===== config.mk =====
export PLATFORM = sky130hd
export DESIGN_NAME = reqmux_channel
export DESIGN_NICKNAME = d
export VERILOG_FILES = /design/src/rtl/reqmux_pkg.sv /design/src/rtl/reqmux_sel.sv /design/src/rtl/reqmux_cfg.sv /design/src/rtl/reqmux_ctrl.sv /design/src/rtl/reqmux_channel.sv
export SDC_FILE = /design/constraint.sdc
export NUM_CORES = 1
export LEC_CHECK = 0
export BUFFER_PORTS_ARGS = -buffer_cell sky130_fd_sc_hd__clkbuf_2
export CORE_MARGIN = 2
export CORE_UTILIZATION = 35
export CTS_CLUSTER_DIAMETER = 120
export CTS_CLUSTER_SIZE = 25
export DETAILED_ROUTE_END_ITERATION = 7
export HOLD_SLACK_MARGIN = 0.08
export PLACE_DENSITY_LB_ADDON = 0.15
export SYNTH_ARGS = -nofsm -noshare
export SYNTH_HDL_FRONTEND = slang
export SYNTH_HIERARCHICAL = 1
export SYNTH_SLANG_ARGS = --single-unit
export TNS_END_PERCENT = 50

===== constraint.sdc =====
create_clock -name clk -period 4.7 [get_ports clk]
set_clock_uncertainty 0.1 [all_clocks]
set_input_delay 0.235 -clock clk [delete_from_list [all_inputs] [get_ports clk]]
set_output_delay 0.235 -clock clk [all_outputs]
set_load 0.05 [all_outputs]

===== src/rtl/reqmux_pkg.sv =====
package reqmux_pkg;

    // Control states of one multiplexer output lane
    typedef enum logic [1:0] {
        ST_FWD  = 2'd0,  // forward the selected request
        ST_GAP  = 2'd1,  // one idle cycle after an accepted acknowledge
        ST_ARM  = 2'd2,  // settle the edge detector after a sync-enabling write
        ST_WAIT = 2'd3   // hold the request until a sync rising edge
    } lane_state_e;

endpackage


===== src/rtl/reqmux_sel.sv =====
module reqmux_sel #(
    parameter int N     = 12,
    parameter int SEL_W = 4
) (
    input  logic [N-1:0]     lines,
    input  logic [SEL_W-1:0] sel,
    output logic             hit
);
    logic [N-1:0] match;

    // One comparator per line; an index outside 0..N-1 matches nothing
    for (genvar i = 0; i < N; i++) begin : g_line
        assign match[i] = lines[i] && (sel == SEL_W'(i));
    end

    assign hit = |match;
endmodule


===== src/rtl/reqmux_cfg.sv =====
module reqmux_cfg #(
    parameter int REQ_W  = 4,
    parameter int SYNC_W = 2,
    parameter int CNT_W  = 4
) (
    input  logic              clk,
    input  logic              rst_n,
    input  logic              wr,
    input  logic [REQ_W-1:0]  wr_req_id,
    input  logic              wr_sync_en,
    input  logic              wr_evt_en,
    input  logic [CNT_W-1:0]  wr_nbreq,
    input  logic [SYNC_W-1:0] wr_sync_id,
    output logic [REQ_W-1:0]  req_id,
    output logic              sync_en,
    output logic              evt_en,
    output logic [CNT_W-1:0]  nbreq,
    output logic [SYNC_W-1:0] sync_id
);
    always_ff @(posedge clk or negedge rst_n) begin
        if (!rst_n) begin
            req_id  <= '0;
            sync_en <= 1'b0;
            evt_en  <= 1'b0;
            nbreq   <= '0;
            sync_id <= '0;
        end else if (wr) begin
            req_id  <= wr_req_id;
            sync_en <= wr_sync_en;
            evt_en  <= wr_evt_en;
            nbreq   <= wr_nbreq;
            sync_id <= wr_sync_id;
        end
    end
endmodule


===== src/rtl/reqmux_ctrl.sv =====
module reqmux_ctrl
    import reqmux_pkg::*;
#(
    parameter int CNT_W = 4
) (
    input  logic             clk,
    input  logic             rst_n,
    input  logic             cfg_wr,
    input  logic             wr_sync_en,
    input  logic             sync_en,
    input  logic             evt_en,
    input  logic [CNT_W-1:0] nbreq,
    input  logic             req_hit,
    input  logic             sync_hit,
    input  logic             dma_ack,
    output logic             dma_req,
    output logic             evt_out
);
    lane_state_e      state, nxt;
    logic [CNT_W-1:0] served;
    logic             sync_prev;
    logic             sync_rise;
    logic             ack_ok;
    logic             last;
    logic             evt_q;

    assign sync_rise = sync_hit && !sync_prev;
    assign last      = (served == nbreq);
    assign ack_ok    = dma_ack && dma_req;

    // Next-state logic
    always_comb begin
        nxt = state;
        unique case (state)
            ST_FWD:  if (ack_ok) nxt = (sync_en && last) ? ST_WAIT : ST_GAP;
            ST_GAP:  nxt = ST_FWD;
            ST_ARM:  nxt = ST_WAIT;
            ST_WAIT: if (sync_rise) nxt = ST_FWD;
        endcase
        if (cfg_wr) nxt = wr_sync_en ? ST_ARM : ST_FWD;
    end

    // State register
    always_ff @(posedge clk or negedge rst_n) begin
        if (!rst_n) state <= ST_FWD;
        else        state <= nxt;
    end

    // Outputs
    always_comb begin
        dma_req = 1'b0;
        unique case (state)
            ST_FWD:  dma_req = req_hit && !cfg_wr;
            ST_GAP:  dma_req = 1'b0;
            ST_ARM:  dma_req = 1'b0;
            ST_WAIT: dma_req = 1'b0;
        endcase
        evt_out = evt_q;
    end

    // Served-transfer counter, event register and sync edge history
    always_ff @(posedge clk or negedge rst_n) begin
        if (!rst_n) begin
            served    <= '0;
            evt_q     <= 1'b0;
            sync_prev <= 1'b0;
        end else begin
            sync_prev <= sync_hit;
            evt_q     <= ack_ok && last && evt_en;
            if (cfg_wr)      served <= '0;
            else if (ack_ok) served <= last ? '0 : served + 1'b1;
        end
    end

    // the cycle after an accepted acknowledge carries no request
    a_r4_gap_after_ack: assert property (@(posedge clk) disable iff (!rst_n)
        ack_ok |=> !dma_req);

    // event pulses are one cycle wide
    a_r6_evt_single: assert property (@(posedge clk) disable iff (!rst_n)
        evt_out |=> !evt_out);

    // the count never passes the programmed limit
    a_r6_count_bound: assert property (@(posedge clk) disable iff (!rst_n)
        served <= nbreq);

    // no event without an accepted acknowledge while events are enabled
    a_r7_evt_needs_en: assert property (@(posedge clk) disable iff (!rst_n)
        !(ack_ok && evt_en) |=> !evt_out);

    // the batch-closing acknowledge in sync mode closes the gate
    a_r9_gate_closes: assert property (@(posedge clk) disable iff (!rst_n)
        (ack_ok && sync_en && last) |=> (state == ST_WAIT));

    // a configuration write clears the count
    a_r10_count_clear: assert property (@(posedge clk) disable iff (!rst_n)
        cfg_wr |=> (served == '0));
endmodule


===== src/rtl/reqmux_channel.sv =====
module reqmux_channel #(
    parameter int NUM_REQ  = 12,
    parameter int NUM_SYNC = 4,
    parameter int CNT_W    = 4,
    localparam int REQ_W   = (NUM_REQ  > 1) ? $clog2(NUM_REQ)  : 1,
    localparam int SYNC_W  = (NUM_SYNC > 1) ? $clog2(NUM_SYNC) : 1
) (
    input  logic                clk,
    input  logic                rst_n,
    input  logic                cfg_wr,
    input  logic [REQ_W-1:0]    cfg_req_id,
    input  logic                cfg_sync_en,
    input  logic                cfg_evt_en,
    input  logic [CNT_W-1:0]    cfg_nbreq,
    input  logic [SYNC_W-1:0]   cfg_sync_id,
    input  logic [NUM_REQ-1:0]  req_in,
    input  logic [NUM_SYNC-1:0] sync_in,
    input  logic                dma_ack,
    output logic                dma_req,
    output logic                evt_out
);
    logic [REQ_W-1:0]  req_id_q;
    logic              sync_en_q;
    logic              evt_en_q;
    logic [CNT_W-1:0]  nbreq_q;
    logic [SYNC_W-1:0] sync_id_q;
    logic              req_hit;
    logic              sync_hit;

    reqmux_cfg #(.REQ_W(REQ_W), .SYNC_W(SYNC_W), .CNT_W(CNT_W)) u_cfg (
        .clk        (clk),
        .rst_n      (rst_n),
        .wr         (cfg_wr),
        .wr_req_id  (cfg_req_id),
        .wr_sync_en (cfg_sync_en),
        .wr_evt_en  (cfg_evt_en),
        .wr_nbreq   (cfg_nbreq),
        .wr_sync_id (cfg_sync_id),
        .req_id     (req_id_q),
        .sync_en    (sync_en_q),
        .evt_en     (evt_en_q),
        .nbreq      (nbreq_q),
        .sync_id    (sync_id_q)
    );

    reqmux_sel #(.N(NUM_REQ), .SEL_W(REQ_W)) u_req_sel (
        .lines (req_in),
        .sel   (req_id_q),
        .hit   (req_hit)
    );

    reqmux_sel #(.N(NUM_SYNC), .SEL_W(SYNC_W)) u_sync_sel (
        .lines (sync_in),
        .sel   (sync_id_q),
        .hit   (sync_hit)
    );

    reqmux_ctrl #(.CNT_W(CNT_W)) u_ctrl (
        .clk        (clk),
        .rst_n      (rst_n),
        .cfg_wr     (cfg_wr),
        .wr_sync_en (cfg_sync_en),
        .sync_en    (sync_en_q),
        .evt_en     (evt_en_q),
        .nbreq      (nbreq_q),
        .req_hit    (req_hit),
        .sync_hit   (sync_hit),
        .dma_ack    (dma_ack),
        .dma_req    (dma_req),
        .evt_out    (evt_out)
    );

    // an index past the last line never produces a request
    a_r3_oob_id: assert property (@(posedge clk) disable iff (!rst_n)
        ({1'b0, req_id_q} >= (REQ_W+1)'(NUM_REQ)) |-> !dma_req);

    // with the gate open, a request needs the selected line to be high
    a_r2_needs_line: assert property (@(posedge clk) disable iff (!rst_n)
        dma_req |-> req_in[req_id_q]);
endmodule


==> impl_metrics.py, run 1 <==
metrics = {
    "status": {
        "status": "finished, violations left",
        "violations": "design-rule violations",
    },
    "yosys": {
        "synth_edf_count": 0,
        "synth-simple-area-share_pct": 13.9,
        "netlist_area_um2": 1040,
        "syn_inst": 74,
        "synth_top_family_by_area": "multiplexers",
        "synth_top_area_cell": "dfrtp_1",
        "synth_cell_type_count": 27,
        "seq_area_frac_synth_pct": 47.9,
        "synth_compound_area_share_pct": 4.31,
        "synth.mux.area_fraction_pct": 27.2,
        "ys_ff_latch": 20,
        "ys.flop_type": "dfrtp_1",
        "async_reset_ff_share_pct": 100,
        "avgSynthCellArea_um2": 14.1,
        "synth_area_leaders": "dfrtp_1 48%, mux2_4 14%, mux4_1 7.5%",
        "synthAdderAreaFrac_pct": 1.20,
        "ys_warn_count": 6,
        "synth-xor-area-share_pct": 3.35,
        "syn_nets": 107,
        "synth_top_area_share_pct": 47.9,
    },
    "floorplanning": {
        "rows": 19,
        "die-area_um2": 3440,
        "start_util_pct": 37.2,
        "die_h_um": 58.6,
        "core_area_um2": 2810,
        "die_width_um": 58.6,
        "io_pins": 34,
    },
    "cts": {
        "cts_tree": "yes",
        "path_clk_slew_ns": 0.11,
        "cts.sinks": 20,
        "htreeDepth": 1,
        "clock_path_buffers": 2,
        "worstSkewPairLatency_ns": 0.30,
        "cts_buffers": 3,
        "post_cts_resize_count": 0,
        "root_buffer": "clkbuf_4",
    },
    "job": {
        "drv_cap": 0,
    },
    "global_route": {
        "grt_first_pass_wirelength_um": 3580,
        "grt_max_degree": 22,
        "grt_pass1_vias": 839,
        "track_usage_pct": 13.6,
        "grt_use_met3_pct": 4.62,
        "groute.layer.met1.usage_pct": 16.2,
        "antenna_found_initial": 0,
        "grt_overflow_total": 0,
        "grt_use_met2_pct": 24.2,
        "grt-busiest-layer": "met2",
    },
    "setup_path": {
        "path_cells": "mux4_1 > mux2i_1 > o21ai_1 > nor4b_4 > clkbuf_2",
        "crit_path_end": "dma_req",
        "cpMaxStageDelayCell": "mux4_1",
        "worstSetupEndpointType": "primary output",
        "cp_slowest_stage_delay_ns": 0.58,
        "rr_startpoint": "u_cfg/req_id[0]",
        "arrival_ns": 1.96,
        "r2r_end": "u_ctrl/served[3]",
        "path_max_fanout": 4,
        "crit_buf_inv": 1,
        "cp-startpoint": "u_cfg/req_id[0]",
        "critPathLaunchType": "flop",
        "crit_type": "flop to primary output",
        "crit_required_ns": 4.37,
        "ff2ff_setup_slack_ns": 2.47,
        "crit_family": "multiplexers",
        "cp.depth": 5,
        "ff2ff_path_depth": 7,
    },
    "cells_and_area": {
        "design_area_um2": 1370,
        "area_growth_syn_to_layout_pct": 31.0,
        "layout_commonest_cell": "clkbuf_2",
        "nets": 155,
        "final_cell_mix": "33 x clkbuf_2, 20 x dfrtp_1, 12 x dlygate4sd3_1, 10 x mux2_4, 6 x nand2_1",
        "antenna_cells": 0,
        "drive_gt1_share_pct": 44.2,
    },
    "timing": {
        "layout_setup_ws_ns": 2.41,
        "worst_slew_margin_rel_pct": 58.2,
        "finalHoldViolCount": 0,
        "min_period_ns": 2.29,
        "finalCritPeriodShare_pct": 48.8,
        "drv_slew": 0,
        "whs_ns": 0.0914,
        "fmax_ghz": 0.436,
        "setup_violations": 0,
        "tightestPinTransition_ns": 0.627,
        "rsz0062_at_grt": "false",
        "tns_ns": 0,
    },
    "route": {
        "ant_nets": 0,
        "wl_per_cell_um": 13.5,
        "drt_pass1_iterations": 6,
        "dr.first_iter.drc_count": 27,
        "drc_errors": 2,
        "viasPerCell": 5.21,
        "drt_wl_total_um": 2040,
        "vias": 787,
    },
    "placed_design": {
        "routabilityCongestion": 0.741,
        "dp_hpwl_um": 1490,
        "postPlaceCellArea_um2": 1230,
        "portBuffers": 33,
        "pre_cts_slack_ns": 2.48,
    },
    "power": {
        "power.leakage_nw": 0.643,
        "powerDensity_nw_per_um2": 258,
        "max-vdd-ir-drop_v": 0.000170,
        "power_w": 0.000354,
    },
    "min_path": {
        "hp-class": "input port to flop",
    },
}
-- Yosys cell counts, drive strengths merged (2+ instances only) --
| cell | instances |
|---|---|
| dfrtp | 20 |
| mux2 | 12 |
| nand2 | 7 |
| mux4 | 4 |
| xnor2 | 4 |
| a21oi | 3 |
| nand3 | 3 |
| a31oi | 2 |
| buf | 2 |
| nand3b | 2 |
| nand4 | 2 |
| o21ai | 2 |
-- worst min-delay path by stage --
stage	to	cells past startpoint	from	slack (ns)
floorplan	u_cfg/evt_en	0	rst_n	-0.16
global placement	u_cfg/req_id[2]	1	rst_n	0.13
detailed placement	u_cfg/req_id[3]	1	rst_n	0.14
CTS	u_cfg/sync_en	2	cfg_sync_en	0.08
global route	u_cfg/sync_en	2	cfg_sync_en	0.09
finish	u_cfg/sync_en	2	cfg_sync_en	0.09
-- worst reg2reg max path: stages, from the launching register on --
cell	delay [ns]
dfrtp_1	0.45
mux4_1	0.36
mux2i_1	0.07
o21ai_1	0.12
nor4b_4	0.27
nand2_2	0.14
or4_1	0.48
a31oi_1	0.17
-- per-stage QoR --
| step | instances | utilization, % |
|---|---|---|
| CTS | 151 | 48.8 |
| global route | 151 | 48.8 |
| floorplan | 74 | - |
| global placement | 136 | 43.7 |
| finish | 151 | 48.8 |
| detailed placement | 136 | 43.7 |
-- flip-flops by register name, summed over array words and instances, names as in the netlist --
register / count
u_ctrl/state: 2
u_cfg/sync_id: 2
u_cfg/sync_en: 1
u_ctrl/served: 4
u_cfg/req_id: 4
u_cfg/nbreq: 4
u_ctrl/sync_prev: 1
u_cfg/evt_en: 1
u_ctrl/evt_out: 1
-- layer usage --
layer	wire length, um	up-vias
li1	-	377
met1	919	389
met2	1010	21
met3	114	0
met4	0	0
met5	0	-
-- cell type report --
cell class / count / area, um^2
clock buffers: 3 / 22.5
flip-flops and latches: 20 / 500
fillers: 272 / 1440
multi-input cells: 52 / 522
repair buffers: 45 / 285
well taps: 31 / 38.8
-- report_power, final --
| part | internal (W) | switching (W) | leakage [nW] |
|---|---|---|---|
| registers | 0.000186 | 0.0000126 | 0.247 |
| clock network | 0.0000298 | 0.0000499 | 0.0138 |
| logic | 0.0000480 | 0.0000272 | 0.383 |
| total | 0.000264 | 0.0000897 | 0.643 |
-- kinds of logic (layout without fill, tap and decap cells) --
group / count (synthesis) / after routing
flip-flops: 20 / 20
XOR/XNOR: 4 / 4
adder cells (fa/ha/maj): 1 / 1
multiplexers: 17 / 17
AO/OA/AOI/OAI: 8 / 8
AND/OR/NAND/NOR: 22 / 22
buffers and inverters: 2 / 48
-- what timing repair did --
item,CTS,global route
setup buffers,0,0
hold endpoints to repair,31,0
hold buffers,12,0
(Power assumes the default switching activity.)
==> inputs of run 2 (changes only) <==
Clock period 4.7 ns to 2 ns, I/O delays scaled along.
==> impl_metrics.py, run 2 (same netlist as run 1, synthesis figures left out) <==
metrics = {
    "floorplanning": {
        "die_width_um": 58.6,
        "die_h_um": 58.6,
        "core_area_um2": 2810,
        "die-area_um2": 3440,
        "io_pins": 34,
        "rows": 19,
        "start_util_pct": 37.2,
    },
    "route": {
        "drc_errors": 2,
        "vias": 824,
        "wl_per_cell_um": 14.2,
        "ant_nets": 0,
        "dr.first_iter.drc_count": 18,
        "drt_pass1_iterations": 6,
        "drt_wl_total_um": 2300,
        "viasPerCell": 5.09,
    },
    "timing": {
        "worst_slew_margin_rel_pct": 66.6,
        "tightestPinTransition_ns": 0.502,
        "drv_slew": 0,
        "finalHoldViolCount": 0,
        "min_period_ns": 2.08,
        "fmax_ghz": 0.480,
        "rsz0062_at_grt": "true",
        "layout_setup_ws_ns": -0.0816,
        "finalCritPeriodShare_pct": 104,
        "setup_violations": 2,
    },
    "cells_and_area": {
        "final_cells": 162,
        "antenna_cells": 0,
        "postLayoutCoreUtil_pct": 52.6,
        "layout_commonest_cell": "clkbuf_2",
        "final_cell_mix": "32 x clkbuf_2, 19 x dfrtp_1, 16 x dlygate4sd3_1, 10 x mux2_4, 7 x buf_4",
        "drive_gt1_share_pct": 49.6,
        "fillCellCount": 258,
        "nets": 166,
        "area_growth_syn_to_layout_pct": 41.2,
        "largestRegisters": "u_cfg/nbreq (4), u_cfg/req_id (4), u_ctrl/served (4)",
    },
    "cts": {
        "worstSkewPairLatency_ns": 0.29,
        "root_buffer": "clkbuf_4",
        "cts_buffers": 3,
        "clock_path_buffers": 2,
        "htreeDepth": 1,
        "cts_tree": "yes",
        "path_clk_slew_ns": 0.10,
        "cts.sinks": 20,
    },
    "global_route": {
        "grt_max_degree": 21,
        "antenna_found_initial": 0,
        "grt_pass1_vias": 882,
        "track_usage_pct": 14.4,
        "grt_first_pass_wirelength_um": 3820,
        "grt_overflow_total": 0,
    },
    "placed_design": {
        "dp_cells": 141,
        "portBuffers": 33,
        "routabilityCongestion": 0.774,
        "dp_hpwl_um": 1550,
    },
    "power": {
        "seqPwrFrac_pct": 54.6,
        "internal_power_w": 0.000645,
        "p_comb_share_pct": 24.2,
        "power.share.switching_pct": 25.0,
        "max-vdd-ir-drop_v": 0.000336,
        "powerDensity_nw_per_um2": 583,
        "p_clk_share_pct": 21.2,
        "power.leakage_nw": 0.689,
        "switching_power_w": 0.000215,
    },
    "setup_path": {
        "crit_type": "flop to flop",
        "crit_required_ns": 2.12,
        "critPathLaunchType": "flop",
        "path_max_fanout": 4,
        "worstSetupEndpointType": "flop",
        "arrival_ns": 2.20,
        "ff2ff_setup_slack_ns": -0.08,
    },
    "status": {
        "violations": "design-rule violations, negative setup slack",
        "status": "finished, violations left",
    },
    "min_path": {
        "hp-class": "input port to flop",
    },
    "job": {
        "drv_cap": 0,
    },
}
==> run 2: worst paths after layout <==
| kind | from | to | depth (start not counted) |
|---|---|---|---|
| min in group asynchronous | rst_n | u_cfg/req_id[2] | 2 |
| min | cfg_wr | u_ctrl/served[0] | 5 |
| min reg2reg | u_cfg/evt_en | u_cfg/evt_en | 1 |
| max reg2reg | u_cfg/req_id[0] | u_ctrl/served[3] | 7 |
| max in group asynchronous | rst_n | u_cfg/req_id[0] | 2 |
| max | u_cfg/req_id[0] | u_ctrl/served[3] | 7 |
==> run 2: area by class of cell <==
cell class,count,area (um^2),area share (%)
sequential,20,502,34.0
tap,31,38.8,2.63
clock buffer,3,22.5,1.53
timing repair buffer,56,388,26.3
multi-input combinational,52,524,35.5
==> run 2: power groups by stage <==
stage / registers, W / logic [W] / clock network (W)
global placement: 0.000474 / 0.000167 / 0
global route: 0.000475 / 0.000227 / 0.000208
detailed placement: 0.000476 / 0.000171 / 0
finish: 0.000469 / 0.000208 / 0.000182
floorplan: 0.000468 / 0.000113 / 0
CTS: 0.000469 / 0.000209 / 0.000195
==> run 2: layer usage <==
layer	part of all wire [%]	track usage (%)
met4	0.69	2.60
met2	51	25.8
met1	43	17.0
met3	5.5	4.62
met5	0	0
==> run 2: per-stage QoR <==
stage / power [W] / area, um^2 / hold WS, ns / worst slack (ns) / TNS [ns]
6_report: 0.000860 / 1480 / 0.176 / -0.0816 / -0.141
5_1_grt: 0.000910 / 1480 / 0.199 / -0.207 / -0.672
4_1_cts: 0.000873 / 1470 / 0.159 / -0.151 / -0.283
3_5_place_dp: 0.000647 / 1270 / 0.00123 / -0.0673 / -0.0893
3_3_place_gp: 0.000642 / 1270 / -0.00534 / 0.00215 / 0
2_1_floorplan: 0.000581 / 1050 / -0.296 / -0.465 / -1.74
==> run 2: worst max-delay path, stage by stage, from the launching register on <==
cell and delay (ns):
dfrtp_2 0.45, mux4_2 0.34, mux2i_1 0.06, o21ai_1 0.12
nor4b_4 0.26, nand2_2 0.12, or4_1 0.41, a31oi_1 0.14
==> run 2: what timing repair did <==
item	in CTS	in global routing
resized for setup	5	3
setup buffers	2	0
pin swaps	3	0
setup endpoints to repair	4	7
hold endpoints to repair	36	0
hold buffers	16	0
